### config.mk
export PLATFORM = sky130hd
export DESIGN_NAME = lockable_ctrl_regfile
export DESIGN_NICKNAME = d
export VERILOG_FILES = /design/src/rtl/ctrlreg_pkg.sv /design/src/rtl/ctrlreg_decode.sv /design/src/rtl/ctrlreg_store.sv /design/src/rtl/lockable_ctrl_regfile.sv
export SDC_FILE = /design/constraint.sdc
export NUM_CORES = 1
export LEC_CHECK = 0
export BUFFER_PORTS_ARGS = -buffer_cell sky130_fd_sc_hd__buf_2
export CORE_ASPECT_RATIO = 0.8
export CORE_MARGIN = 4
export CORE_UTILIZATION = 58
export CTS_BUF_LIST = sky130_fd_sc_hd__clkbuf_4
export DETAILED_ROUTE_END_ITERATION = 16
export HOLD_SLACK_MARGIN = 0.02
export PLACE_DENSITY = 0.95
export RECOVER_POWER = 25
export SLEW_MARGIN = 30
export SYNTH_ARGS = -nofsm -noshare
export SYNTH_HDL_FRONTEND = slang
export SYNTH_SLANG_ARGS = --single-unit
### constraint.sdc
create_clock -name clk -period 4.6 [get_ports clk]
set_input_delay 0.92 -clock clk [delete_from_list [all_inputs] [get_ports clk]]
set_output_delay 0.92 -clock clk [all_outputs]
set_load 0.05 [all_outputs]
### src/rtl/ctrlreg_pkg.sv
package ctrlreg_pkg;
  localparam int AW = 8;
  localparam int DW = 8;
  localparam int NUM_CH = 4;
  localparam int CNT_W = 5;
  localparam int AMP_W = 4;
  localparam int OPT_W = 4;
  localparam int NUM_OPT = 4;
  localparam int OPTS_W = OPT_W * NUM_OPT;

  localparam logic [AW-1:0] ADR_OE_B   = 8'h00;
  localparam logic [AW-1:0] ADR_OE_A   = 8'h01;
  localparam logic [AW-1:0] ADR_PIN_B  = 8'h02;
  localparam logic [AW-1:0] ADR_PIN_A  = 8'h03;
  localparam logic [AW-1:0] ADR_AOD    = 8'h04;
  localparam logic [AW-1:0] ADR_ID_LO  = 8'h05;
  localparam logic [AW-1:0] ADR_ID_HI  = 8'h06;
  localparam logic [AW-1:0] ADR_BCNT   = 8'h07;
  localparam logic [AW-1:0] ADR_MASK_B = 8'h08;
  localparam logic [AW-1:0] ADR_MASK_A = 8'h09;
  localparam logic [AW-1:0] ADR_SBS_B  = 8'h0B;
  localparam logic [AW-1:0] ADR_SBS_A  = 8'h0C;
  localparam logic [AW-1:0] ADR_AMP    = 8'h11;
  localparam logic [AW-1:0] ADR_RX     = 8'h12;
  localparam logic [AW-1:0] ADR_MSB_B  = 8'h14;
  localparam logic [AW-1:0] ADR_MSB_A  = 8'h15;
  localparam logic [AW-1:0] ADR_HLOCK  = 8'h26;
  localparam logic [AW-1:0] ADR_SLOCK  = 8'h27;
  localparam logic [AW-1:0] ADR_OPT_LO = 8'h5B;
  localparam logic [AW-1:0] ADR_OPT_HI = 8'h5C;
  localparam logic [AW-1:0] ADR_LSB_A  = 8'h62;
  localparam logic [AW-1:0] ADR_LSB_B  = 8'h63;

  localparam logic [CNT_W-1:0]  RST_CNT  = 5'd7;
  localparam logic [AMP_W-1:0]  RST_AMP  = 4'd6;
  localparam logic [OPTS_W-1:0] RST_OPTS = 16'hFA60;

  // Channels 0/1 form group A, channels 2/3 group B.
  function automatic logic inGrpA(int ch);
    return ch < 2;
  endfunction

  function automatic logic [2:0] stdBit(int ch);
    case (ch)
      0: return 3'd5;
      1: return 3'd1;
      2: return 3'd5;
      default: return 3'd2;
    endcase
  endfunction

  function automatic logic [2:0] lsbBit(int ch);
    case (ch)
      0: return 3'd4;
      1: return 3'd7;
      2: return 3'd2;
      default: return 3'd6;
    endcase
  endfunction

  function automatic logic [DW-1:0] packStd(logic [NUM_CH-1:0] v, logic wantA);
    logic [DW-1:0] b;
    b = '0;
    for (int ch = 0; ch < NUM_CH; ch++)
      if (inGrpA(ch) == wantA) b[stdBit(ch)] = v[ch];
    return b;
  endfunction

  function automatic logic [DW-1:0] packLsb(logic [NUM_CH-1:0] v, logic wantA);
    logic [DW-1:0] b;
    b = '0;
    for (int ch = 0; ch < NUM_CH; ch++)
      if (inGrpA(ch) == wantA) b[lsbBit(ch)] = v[ch];
    return b;
  endfunction

  typedef struct packed {
    logic [DW-1:0] data;
    logic [AW-1:0] addr;
    logic rd;
    logic known;
    logic wOeA;
    logic wOeB;
    logic wMaskA;
    logic wMaskB;
    logic wMsbA;
    logic wMsbB;
    logic wLsbA;
    logic wLsbB;
    logic wAod;
    logic wCnt;
    logic wAmp;
    logic wRx;
    logic wOptLo;
    logic wOptHi;
    logic wHard;
    logic wSoft;
  } strobes_t;
endpackage

### src/rtl/ctrlreg_decode.sv
module ctrlreg_decode
  import ctrlreg_pkg::*;
(
  input  logic [AW-1:0] addr,
  input  logic [DW-1:0] wrData,
  input  logic          wrEn,
  input  logic          rdEn,
  input  logic          lockActive,
  output strobes_t      st
);
  logic wrCtl;

  always_comb begin
    wrCtl = wrEn & ~lockActive;
    st = '0;
    st.data = wrData;
    st.addr = addr;
    st.rd = rdEn;
    st.known = 1'b1;
    case (addr)
      ADR_OE_A:   st.wOeA = wrCtl;
      ADR_OE_B:   st.wOeB = wrCtl;
      ADR_MASK_A: st.wMaskA = wrCtl;
      ADR_MASK_B: st.wMaskB = wrCtl;
      ADR_MSB_A:  st.wMsbA = wrCtl;
      ADR_MSB_B:  st.wMsbB = wrCtl;
      ADR_LSB_A:  st.wLsbA = wrCtl;
      ADR_LSB_B:  st.wLsbB = wrCtl;
      ADR_AOD:    st.wAod = wrCtl;
      ADR_BCNT:   st.wCnt = wrCtl;
      ADR_AMP:    st.wAmp = wrCtl;
      ADR_RX:     st.wRx = wrCtl;
      ADR_OPT_LO: st.wOptLo = wrCtl;
      ADR_OPT_HI: st.wOptHi = wrCtl;
      ADR_HLOCK:  st.wHard = wrEn;
      ADR_SLOCK:  st.wSoft = wrEn;
      ADR_PIN_A, ADR_PIN_B, ADR_SBS_A, ADR_SBS_B,
      ADR_ID_LO, ADR_ID_HI: st.known = 1'b1;
      default:    st.known = 1'b0;
    endcase
  end
endmodule

### src/rtl/ctrlreg_store.sv
module ctrlreg_store
  import ctrlreg_pkg::*;
#(
  parameter logic [3:0] REV_CODE    = 4'h0,
  parameter logic [3:0] VENDOR_CODE = 4'hA,
  parameter logic [7:0] DEVICE_CODE = 8'h04
) (
  input  logic              clk,
  input  logic              rstN,
  input  strobes_t          st,
  input  logic [NUM_CH-1:0] pinState,
  input  logic [NUM_CH-1:0] sbState,
  input  logic              lossN,
  output logic [DW-1:0]     rdData,
  output logic [NUM_CH-1:0] clkEnable,
  output logic [NUM_CH-1:0] sbMask,
  output logic              autoDisEn,
  output logic [CNT_W-1:0]  byteCount,
  output logic [AMP_W-1:0]  ampCode,
  output logic              rxAcCouple,
  output logic              rxTermEn,
  output logic [OPTS_W-1:0] slewOptions,
  output logic [2*NUM_CH-1:0] slewSelect,
  output logic              lockActive,
  output logic              lossEvent
);
  logic [NUM_CH-1:0] oeQ, maskQ, msbQ, lsbQ;
  logic              aodQ, acQ, termQ, hardQ, softQ, lossQ;
  logic [CNT_W-1:0]  cntQ;
  logic [AMP_W-1:0]  ampQ;
  logic [OPTS_W-1:0] optQ;
  logic [DW-1:0]     rdQ, rdByte;

  always_ff @(posedge clk or negedge rstN) begin
    if (!rstN) begin
      oeQ   <= '1;
      maskQ <= '0;
      msbQ  <= '1;
      lsbQ  <= '0;
      aodQ  <= 1'b1;
      acQ   <= 1'b0;
      termQ <= 1'b0;
      cntQ  <= RST_CNT;
      ampQ  <= RST_AMP;
      optQ  <= RST_OPTS;
      hardQ <= 1'b0;
      softQ <= 1'b0;
      lossQ <= 1'b0;
    end else begin
      for (int ch = 0; ch < NUM_CH; ch++) begin
        if (inGrpA(ch) ? st.wOeA : st.wOeB)     oeQ[ch]   <= st.data[stdBit(ch)];
        if (inGrpA(ch) ? st.wMaskA : st.wMaskB) maskQ[ch] <= st.data[stdBit(ch)];
        if (inGrpA(ch) ? st.wMsbA : st.wMsbB)   msbQ[ch]  <= st.data[stdBit(ch)];
        if (inGrpA(ch) ? st.wLsbA : st.wLsbB)   lsbQ[ch]  <= st.data[lsbBit(ch)];
      end
      if (st.wAod) aodQ <= st.data[4];
      if (st.wCnt) cntQ <= st.data[CNT_W-1:0];
      if (st.wAmp) ampQ <= st.data[DW-1:DW-AMP_W];
      if (st.wRx) begin
        acQ   <= st.data[7];
        termQ <= st.data[6];
      end
      if (st.wOptLo) optQ[DW-1:0]      <= st.data;
      if (st.wOptHi) optQ[OPTS_W-1:DW] <= st.data;
      if (st.wHard && st.data[0]) hardQ <= 1'b1;
      if (st.wSoft && st.data[0]) softQ <= ~softQ;
      // loss presence on this edge outranks a write-1-to-clear
      if (!lossN) lossQ <= 1'b1;
      else if (st.wSoft && st.data[1]) lossQ <= 1'b0;
    end
  end

  always_comb begin
    case (st.addr)
      ADR_OE_A:   rdByte = packStd(oeQ, 1'b1);
      ADR_OE_B:   rdByte = packStd(oeQ, 1'b0);
      ADR_PIN_A:  rdByte = packStd(pinState, 1'b1);
      ADR_PIN_B:  rdByte = packStd(pinState, 1'b0);
      ADR_MASK_A: rdByte = packStd(maskQ, 1'b1);
      ADR_MASK_B: rdByte = packStd(maskQ, 1'b0);
      ADR_SBS_A:  rdByte = packStd(sbState, 1'b1);
      ADR_SBS_B:  rdByte = packStd(sbState, 1'b0);
      ADR_MSB_A:  rdByte = packStd(msbQ, 1'b1);
      ADR_MSB_B:  rdByte = packStd(msbQ, 1'b0);
      ADR_LSB_A:  rdByte = packLsb(lsbQ, 1'b1);
      ADR_LSB_B:  rdByte = packLsb(lsbQ, 1'b0);
      ADR_AOD:    rdByte = {3'b000, aodQ, 4'b0000};
      ADR_ID_LO:  rdByte = {REV_CODE, VENDOR_CODE};
      ADR_ID_HI:  rdByte = DEVICE_CODE;
      ADR_BCNT:   rdByte = {{(DW-CNT_W){1'b0}}, cntQ};
      ADR_AMP:    rdByte = {ampQ, {(DW-AMP_W){1'b0}}};
      ADR_RX:     rdByte = {acQ, termQ, 5'b00000, lossN};
      ADR_HLOCK:  rdByte = {7'b0000000, hardQ};
      ADR_SLOCK:  rdByte = {6'b000000, lossQ, softQ};
      ADR_OPT_LO: rdByte = optQ[DW-1:0];
      ADR_OPT_HI: rdByte = optQ[OPTS_W-1:DW];
      default:    rdByte = '0;
    endcase
  end

  always_ff @(posedge clk or negedge rstN) begin
    if (!rstN) rdQ <= '0;
    else if (st.rd) rdQ <= rdByte;
  end

  assign rdData      = rdQ;
  assign clkEnable   = oeQ;
  assign sbMask      = maskQ;
  assign autoDisEn   = aodQ;
  assign byteCount   = cntQ;
  assign ampCode     = ampQ;
  assign rxAcCouple  = acQ;
  assign rxTermEn    = termQ;
  assign slewOptions = optQ;
  assign lockActive  = hardQ | softQ;
  assign lossEvent   = lossQ;

  for (genvar ch = 0; ch < NUM_CH; ch++) begin : g_sel
    assign slewSelect[2*ch+1:2*ch] = {msbQ[ch], lsbQ[ch]};
  end

  a_r2_read_hold: assert property (@(posedge clk) disable iff (!rstN)
    !st.rd |=> $stable(rdQ));
  a_r6_hard_sticky: assert property (@(posedge clk) disable iff (!rstN)
    hardQ |=> hardQ);
  a_r7_soft_toggle: assert property (@(posedge clk) disable iff (!rstN)
    (st.wSoft && st.data[0]) |=> (softQ != $past(softQ)));
  a_r8_frozen: assert property (@(posedge clk) disable iff (!rstN)
    (hardQ || softQ) |=> ($stable(oeQ) && $stable(maskQ) && $stable(cntQ)
                          && $stable(ampQ) && $stable(optQ) && $stable(msbQ)
                          && $stable(lsbQ)));
  a_r9_set_wins: assert property (@(posedge clk) disable iff (!rstN)
    !lossN |=> lossQ);
  a_r12_hole_zero: assert property (@(posedge clk) disable iff (!rstN)
    (st.rd && !st.known) |=> (rdQ == '0));
  a_r4_id_read: assert property (@(posedge clk) disable iff (!rstN)
    (st.rd && st.addr == ADR_ID_HI) |=> (rdQ == DEVICE_CODE));
endmodule

### src/rtl/lockable_ctrl_regfile.sv
module lockable_ctrl_regfile
  import ctrlreg_pkg::*;
#(
  parameter logic [3:0] REV_CODE    = 4'h0,
  parameter logic [3:0] VENDOR_CODE = 4'hA,
  parameter logic [7:0] DEVICE_CODE = 8'h04
) (
  input  logic         clk,
  input  logic         rstN,
  input  logic [7:0]   addr,
  input  logic [7:0]   wrData,
  input  logic         wrEn,
  input  logic         rdEn,
  output logic [7:0]   rdData,
  input  logic [3:0]   pinState,
  input  logic [3:0]   sbState,
  input  logic         lossN,
  output logic [3:0]   clkEnable,
  output logic [3:0]   sbMask,
  output logic         autoDisEn,
  output logic [4:0]   byteCount,
  output logic [3:0]   ampCode,
  output logic         rxAcCouple,
  output logic         rxTermEn,
  output logic [15:0]  slewOptions,
  output logic [7:0]   slewSelect,
  output logic         lockActive,
  output logic         lossEvent
);
  strobes_t st;

  ctrlreg_decode u_decode (
    .addr(addr), .wrData(wrData), .wrEn(wrEn), .rdEn(rdEn),
    .lockActive(lockActive), .st(st)
  );

  ctrlreg_store #(
    .REV_CODE(REV_CODE), .VENDOR_CODE(VENDOR_CODE), .DEVICE_CODE(DEVICE_CODE)
  ) u_store (
    .clk(clk), .rstN(rstN), .st(st), .pinState(pinState), .sbState(sbState),
    .lossN(lossN), .rdData(rdData), .clkEnable(clkEnable), .sbMask(sbMask),
    .autoDisEn(autoDisEn), .byteCount(byteCount), .ampCode(ampCode),
    .rxAcCouple(rxAcCouple), .rxTermEn(rxTermEn), .slewOptions(slewOptions),
    .slewSelect(slewSelect), .lockActive(lockActive), .lossEvent(lossEvent)
  );
endmodule

==> impl_metrics.json, run 1 <==
{
  "status": "finished with violations",
  "violations": "capacitance limit, slew limit",
  "synthArstFlopShare_pct": 100,
  "fillers": 349,
  "chipHeight_um": 71.6,
  "cap_violations": 1,
  "avgSynthCellArea_um2": 11.2,
  "grt-ovfl-total": 0,
  "vdd_ir_drop_max_v": 0.000244,
  "worst_path_dominant_cell_family": "buffers and inverters",
  "start_util_pct": 61.9,
  "grt_max_degree": 56,
  "layout-drive-gt1-share_pct": 49.6,
  "min_period_over_period_pct": 66.9,
  "wl_per_cell_um": 19.8,
  "fin_util_pct": 72.1,
  "placedCellCount": 390,
  "diodes": 0,
  "max_stage_delay_ps": 1980,
  "nets": 367,
  "vias": 2582,
  "antenna_found_initial": 0,
  "ctsHoldBuffers": 0,
  "synth_warnings": 0,
  "synthToLayoutAreaGrowth_pct": 16.5,
  "synth_top_cell_by_area": "dfrtp_1",
  "setup_viol": 0,
  "grt_pass1_wl_mm": 12.4,
  "cts-root-buf": "clkbuf_4",
  "post_cts_buffers": 0,
  "io_pins": 83,
  "cts_made_buffers": 5,
  "clk_pin_slew_ps": 150,
  "crit_path_start": "rstN",
  "first_global_vias": 2316,
  "syn-num-nets": 291,
  "worstSetupStartpointType": "input port",
  "ys_ff_latch": 55,
  "first_pass_iters": 7,
  "critPathMaxFanout": 55,
  "min_period_ps": 3080,
  "die_w_um": 87.5,
  "synth.most_common_cell": "mux2_2",
  "ys_top_cells_by_count": "45 x mux2_2, 33 x dfrtp_1, 24 x nand2_1",
  "crit_type": "input port to async pin",
  "cts.sinks": 55,
  "gp_congestion": 0.961,
  "slew_violations": 56,
  "rsz0062_at_grt": "no",
  "remaining_drc_errors": 0,
  "synth_top_area_share_pct": 28.2,
  "routed_wl_mm": 7.88,
  "relSlewSlack_pct": -87.5,
  "die-area_um2": 6260,
  "track_usage_pct": 26.0,
  "hold_start": "u_store.softQ",
  "fin_worst_skew_ps": 13.7,
  "synth_area_um2": 2930,
  "syn-instance-count": 262,
  "synth_edf_count": 0,
  "crit_required_ps": 4530,
  "endpoint_kind": "async pin",
  "drtIter0Drc": 300,
  "clk_path_buf_depth": 2,
  "p_leak_nw": 1.64,
  "powerDensity_nw_per_um2": 271,
  "htreeDepth": 2,
  "ys_seq_area_share_pct": 47.9,
  "synth-main-ff-cell": "dfrtp_1",
  "final_cell_area_um2": 3410,
  "post_cts_resized": 0,
  "cp.buffers_inverters": 2,
  "numPortBuffers": 82,
  "setup_tns_ps": 0,
  "dpl.hpwl_mm": 5.97,
  "netlist_top_cells_area": "dfrtp_1 28%, dfstp_2 20%, mux2_2 17%, nand2_1 3.1%, o22ai_1 1.7%",
  "worst_pin_slew_ps": 2810,
  "coreArea_um2": 4730,
  "slowest_stage": "clkbuf_1",
  "path_cells": "buf_2 > clkbuf_1",
  "hold_violations": 0,
  "cts_tree": "built",
  "instances_no_fill": 399,
  "dpl_cell_area_um2": 3360,
  "max_freq_ghz": 0.325,
  "hold_path_class": "register to register",
  "synth_cell_types": 57,
  "ant_nets": 0,
  "r2r-start": "u_store.hardQ",
  "rows": 22,
  "clk_latency_ps": 390,
  "vias_per_cell": 6.47,
  "crit_arrival_ps": 3010
}
==> through the flow <==
step                      setup WS, ps  hold slack (ps)  total power, mW
after floorplan                   2060              447            0.659
after global placement            1510              473            0.717
after detailed placement          1390              489            0.722
after CTS                         1820              509            0.925
after global routing               975              525            0.960
final                             1520              510            0.924
==> placed cells by master, fill, tap and decap left out, drive strengths merged, types with 2 or more instances in the layout <==
cell / synthesis / final
clkbuf: 5 / 7
a31oi: 2 / 2
a32oi: 2 / 2
o22ai: 8 / 8
nor2b: 3 / 3
nand2: 24 / 24
a32o: 4 / 4
nand3: 9 / 9
inv: 13 / 13
a222oi: 2 / 2
nor4: 5 / 5
dfstp: 22 / 22
o211ai: 2 / 2
and2: 2 / 2
nor2: 11 / 11
nor3b: 4 / 4
nand4: 5 / 5
a21oi: 4 / 4
mux2: 45 / 45
o21ai: 5 / 5
clkinv: 0 / 2
a22oi: 6 / 6
and3: 4 / 4
dfrtp: 33 / 33
a31o: 3 / 3
or4b: 3 / 3
a221oi: 2 / 2
buf: 10 / 82
nor3: 3 / 3
==> layer usage <==
metal	global-route usage [%]	up-vias	wire (um)
met5	0	-	0
met4	8.18	0	143
met3	7.82	13	859
met1	38.2	1254	3380
met2	36.8	175	3500
li1	-	1140	-
==> cells by family after synthesis <==
group | synth area share (%)
muxes | 18.4
and+or+nand+nor | 16.9
AOI/OAI and AO/OA | 12.4
DFF | 47.9
xor gates and xnor gates | 0.299
buffers and inverters | 4.06
==> where the power goes <==
| group | internal [mW] | switching [mW] | leakage, nW |
|---|---|---|---|
| clock | 0.0564 | 0.153 | 0.0263 |
| sequential | 0.511 | 0.0175 | 0.679 |
| combinational | 0.0501 | 0.136 | 0.934 |
==> path summary, 6_finish.rpt <==
kind	to	slack, ps	cells past startpoint
setup / recovery	u_store.slewOptions[10]	1520	2
hold / removal	u_store.softQ	510	1
setup reg to reg	u_store.slewOptions[0]	2310	4
hold reg to reg	u_store.softQ	510	1
max in group clk	u_store.byteCount[4]	1980	5
min in group asynchronous	u_store.rdData[5]	1510	2
==> final cells by class <==
class / count / area, um^2 / area share (%)
clock buffer: 5 / 37.5 / 1.10
clock inverter: 3 / 15.0 / 0.440
inverter: 13 / 48.8 / 1.43
multi-input combinational: 179 / 1410 / 41.4
sequential: 55 / 1400 / 41.1
tap: 60 / 75.1 / 2.20
timing repair buffer: 84 / 419 / 12.3
==> state kept, by name (all words and copies together), names as in the netlist <==
name                 count
u_store.slewOptions     16
u_store.rdData           8
u_store.byteCount        5
u_store.ampCode          4
u_store.clkEnable        4
u_store.lsbQ             4
u_store.msbQ             4
u_store.sbMask           4
u_store.autoDisEn        1
u_store.hardQ            1
u_store.lossEvent        1
u_store.rxAcCouple       1
u_store.rxTermEn         1
u_store.softQ            1
Power figures use the tool's default switching activity.
==> inputs of run 2 (changes only) <==
CORE_UTILIZATION = 49   (was 58)
PLACE_DENSITY = 0.87   (was 0.95)
clock period = 2.8 ns   (was 4.6 ns; I/O delays follow)
==> run 2 against run 1 <==
Sequential share of layout area decreased by 1.4 points. Largest power group unchanged. Die area increased by 16%. Largest cell class unchanged. The flow still finishes with violations (capacitance limit, slew limit). Critical path depth increased by 3. Register-to-register slack got worse by 1300 ps.
==> impl_metrics.json, run 2 (same netlist as run 1, synthesis figures left out) <==
{
  "synthToLayoutAreaGrowth_pct": 20.5,
  "critPathMaxFanout": 16,
  "hold_path_class": "input port to register",
  "setup_viol": 0,
  "path_cells": "buf_2 > or4b_4 > nor4_1 > nand2_1 > mux2_2",
  "wl_per_cell_um": 19.7,
  "seq_area_um2": 1400,
  "multiInputGateArea_um2": 1410,
  "clk_path_buf_depth": 2,
  "first_pass_iters": 5,
  "endpoint_kind": "register",
  "slew_violations": 31,
  "worst_path_dominant_cell_family": "simple AND/OR/NAND/NOR gates",
  "post_cts_buffers": 0,
  "seq_power_share_pct": 52.7,
  "dpl.hpwl_mm": 6.28,
  "max_freq_ghz": 0.460,
  "post_cts_resized": 0,
  "nets": 374,
  "htreeDepth": 2,
  "crit_path_start": "addr[2]",
  "io_pins": 83,
  "min_period_ps": 2170,
  "worstSetupStartpointType": "input port",
  "powerDensity_nw_per_um2": 466,
  "clk_latency_ps": 380,
  "coreArea_um2": 5620,
  "grt-ovfl-total": 0,
  "vias_per_cell": 6.12,
  "relSlewSlack_pct": -16.9,
  "remaining_drc_errors": 0,
  "met3_length_um": 664,
  "clock_power_share_pct": 27.9,
  "cts_tree": "built",
  "min_period_over_period_pct": 77.6,
  "setup_tns_ps": 0,
  "crit_type": "input port to register",
  "vias": 2594,
  "internal_power_mw": 1.13,
  "fin_util_pct": 62.9,
  "max_stage_delay_ps": 560,
  "diodes": 0,
  "die_w_um": 94.4,
  "rows": 24,
  "crit_arrival_ps": 2450,
  "r2r-start": "u_store.hardQ",
  "antenna_found_initial": 0,
  "start_util_pct": 52.2,
  "ctsHoldBuffers": 0,
  "cp.buffers_inverters": 1,
  "vdd_ir_drop_max_v": 0.000454,
  "track_usage_pct": 24.0,
  "cts.sinks": 55,
  "chipHeight_um": 77.2,
  "violations": "capacitance limit, slew limit",
  "worst_pin_slew_ps": 1750,
  "routed_wl_mm": 8.34,
  "numPortBuffers": 82,
  "fin_worst_skew_ps": 13.8,
  "drtIter0Drc": 202,
  "m1WireLength_mm": 3.79,
  "status": "finished with violations",
  "reg2reg_depth": 5,
  "cts-root-buf": "clkbuf_4",
  "largest_register_ffs": 16,
  "p_sw_share_pct": 31.1,
  "top_layer_used": "met4",
  "clk_pin_slew_ps": 150,
  "p_leak_nw": 1.70,
  "wl_met2_mm": 3.79,
  "hold_violations": 0,
  "crit_required_ps": 3080,
  "cts_made_buffers": 5,
  "grt_max_degree": 32,
  "final_common_cell": "buf_2",
  "comb_power_share_pct": 19.4,
  "ant_nets": 0,
  "gp_congestion": 0.960,
  "rrSetupSlack_ps": 990,
  "switchingPower_uw": 512,
  "endpoint": "u_store.byteCount[3]",
  "cap_violations": 1,
  "r2r-end": "u_store.slewOptions[3]",
  "worst-path-stages": 5,
  "grt_pass1_wl_mm": 13.7,
  "final_cell_mix": "81 x buf_2, 45 x mux2_2, 33 x dfrtp_1, 24 x nand2_1, 22 x dfstp_2",
  "fillers": 479,
  "first_global_vias": 2592,
  "layout-drive-gt1-share_pct": 50.9,
  "rsz0062_at_grt": "no",
  "die-area_um2": 7290,
  "slowest_stage": "or4b_4"
}
[run 2: worst min path at each step]
| stage | from | cells after the start | to | slack (ps) |
|---|---|---|---|---|
| after floorplan | rstN | 0 | u_store.ampCode[0] | 260 |
| after global placement | u_store.hardQ | 1 | u_store.hardQ | 460 |
| after detailed placement | u_store.softQ | 1 | u_store.softQ | 490 |
| after CTS | rstN | 1 | u_store.ampCode[0] | 230 |
| after global routing | lossN | 2 | u_store.lossEvent | 340 |
| final | lossN | 2 | u_store.lossEvent | 370 |
[run 2: metal layers]
layer	vias up	track usage (%)
met3	11	5.68
met4	0	6.06
met2	134	36.6
met5	-	0
li1	1154	-
met1	1295	34.3
[run 2: final cells by class]
type                    count  area share, %
multi-input cells         179           39.8
clock buffers               6           1.28
well taps                  78           2.76
repair buffers             91           13.9
flip-flops and latches     55           39.8
clock inverters             2           1.10
inverters                  13           1.38
[run 2: per-stage QoR]
step,hold slack (ps),area (um^2),power (mW),std cells,setup slack [ps]
floorplan,264,2930,1.08,262,619
global placement,464,3450,1.19,416,302
detailed placement,492,3450,1.20,416,278
CTS,232,3530,1.65,424,679
global route,343,3530,1.71,424,579
finish,366,3530,1.65,424,628
[run 2: power by group through the flow]
| stage | clock network [mW] | logic (mW) | registers, mW |
|---|---|---|---|
| floorplan | 0 | 0.0985 | 0.984 |
| global placement | 0 | 0.312 | 0.879 |
| detailed placement | 0 | 0.317 | 0.880 |
| CTS | 0.463 | 0.318 | 0.867 |
| global route | 0.503 | 0.339 | 0.872 |
| finish | 0.459 | 0.319 | 0.867 |
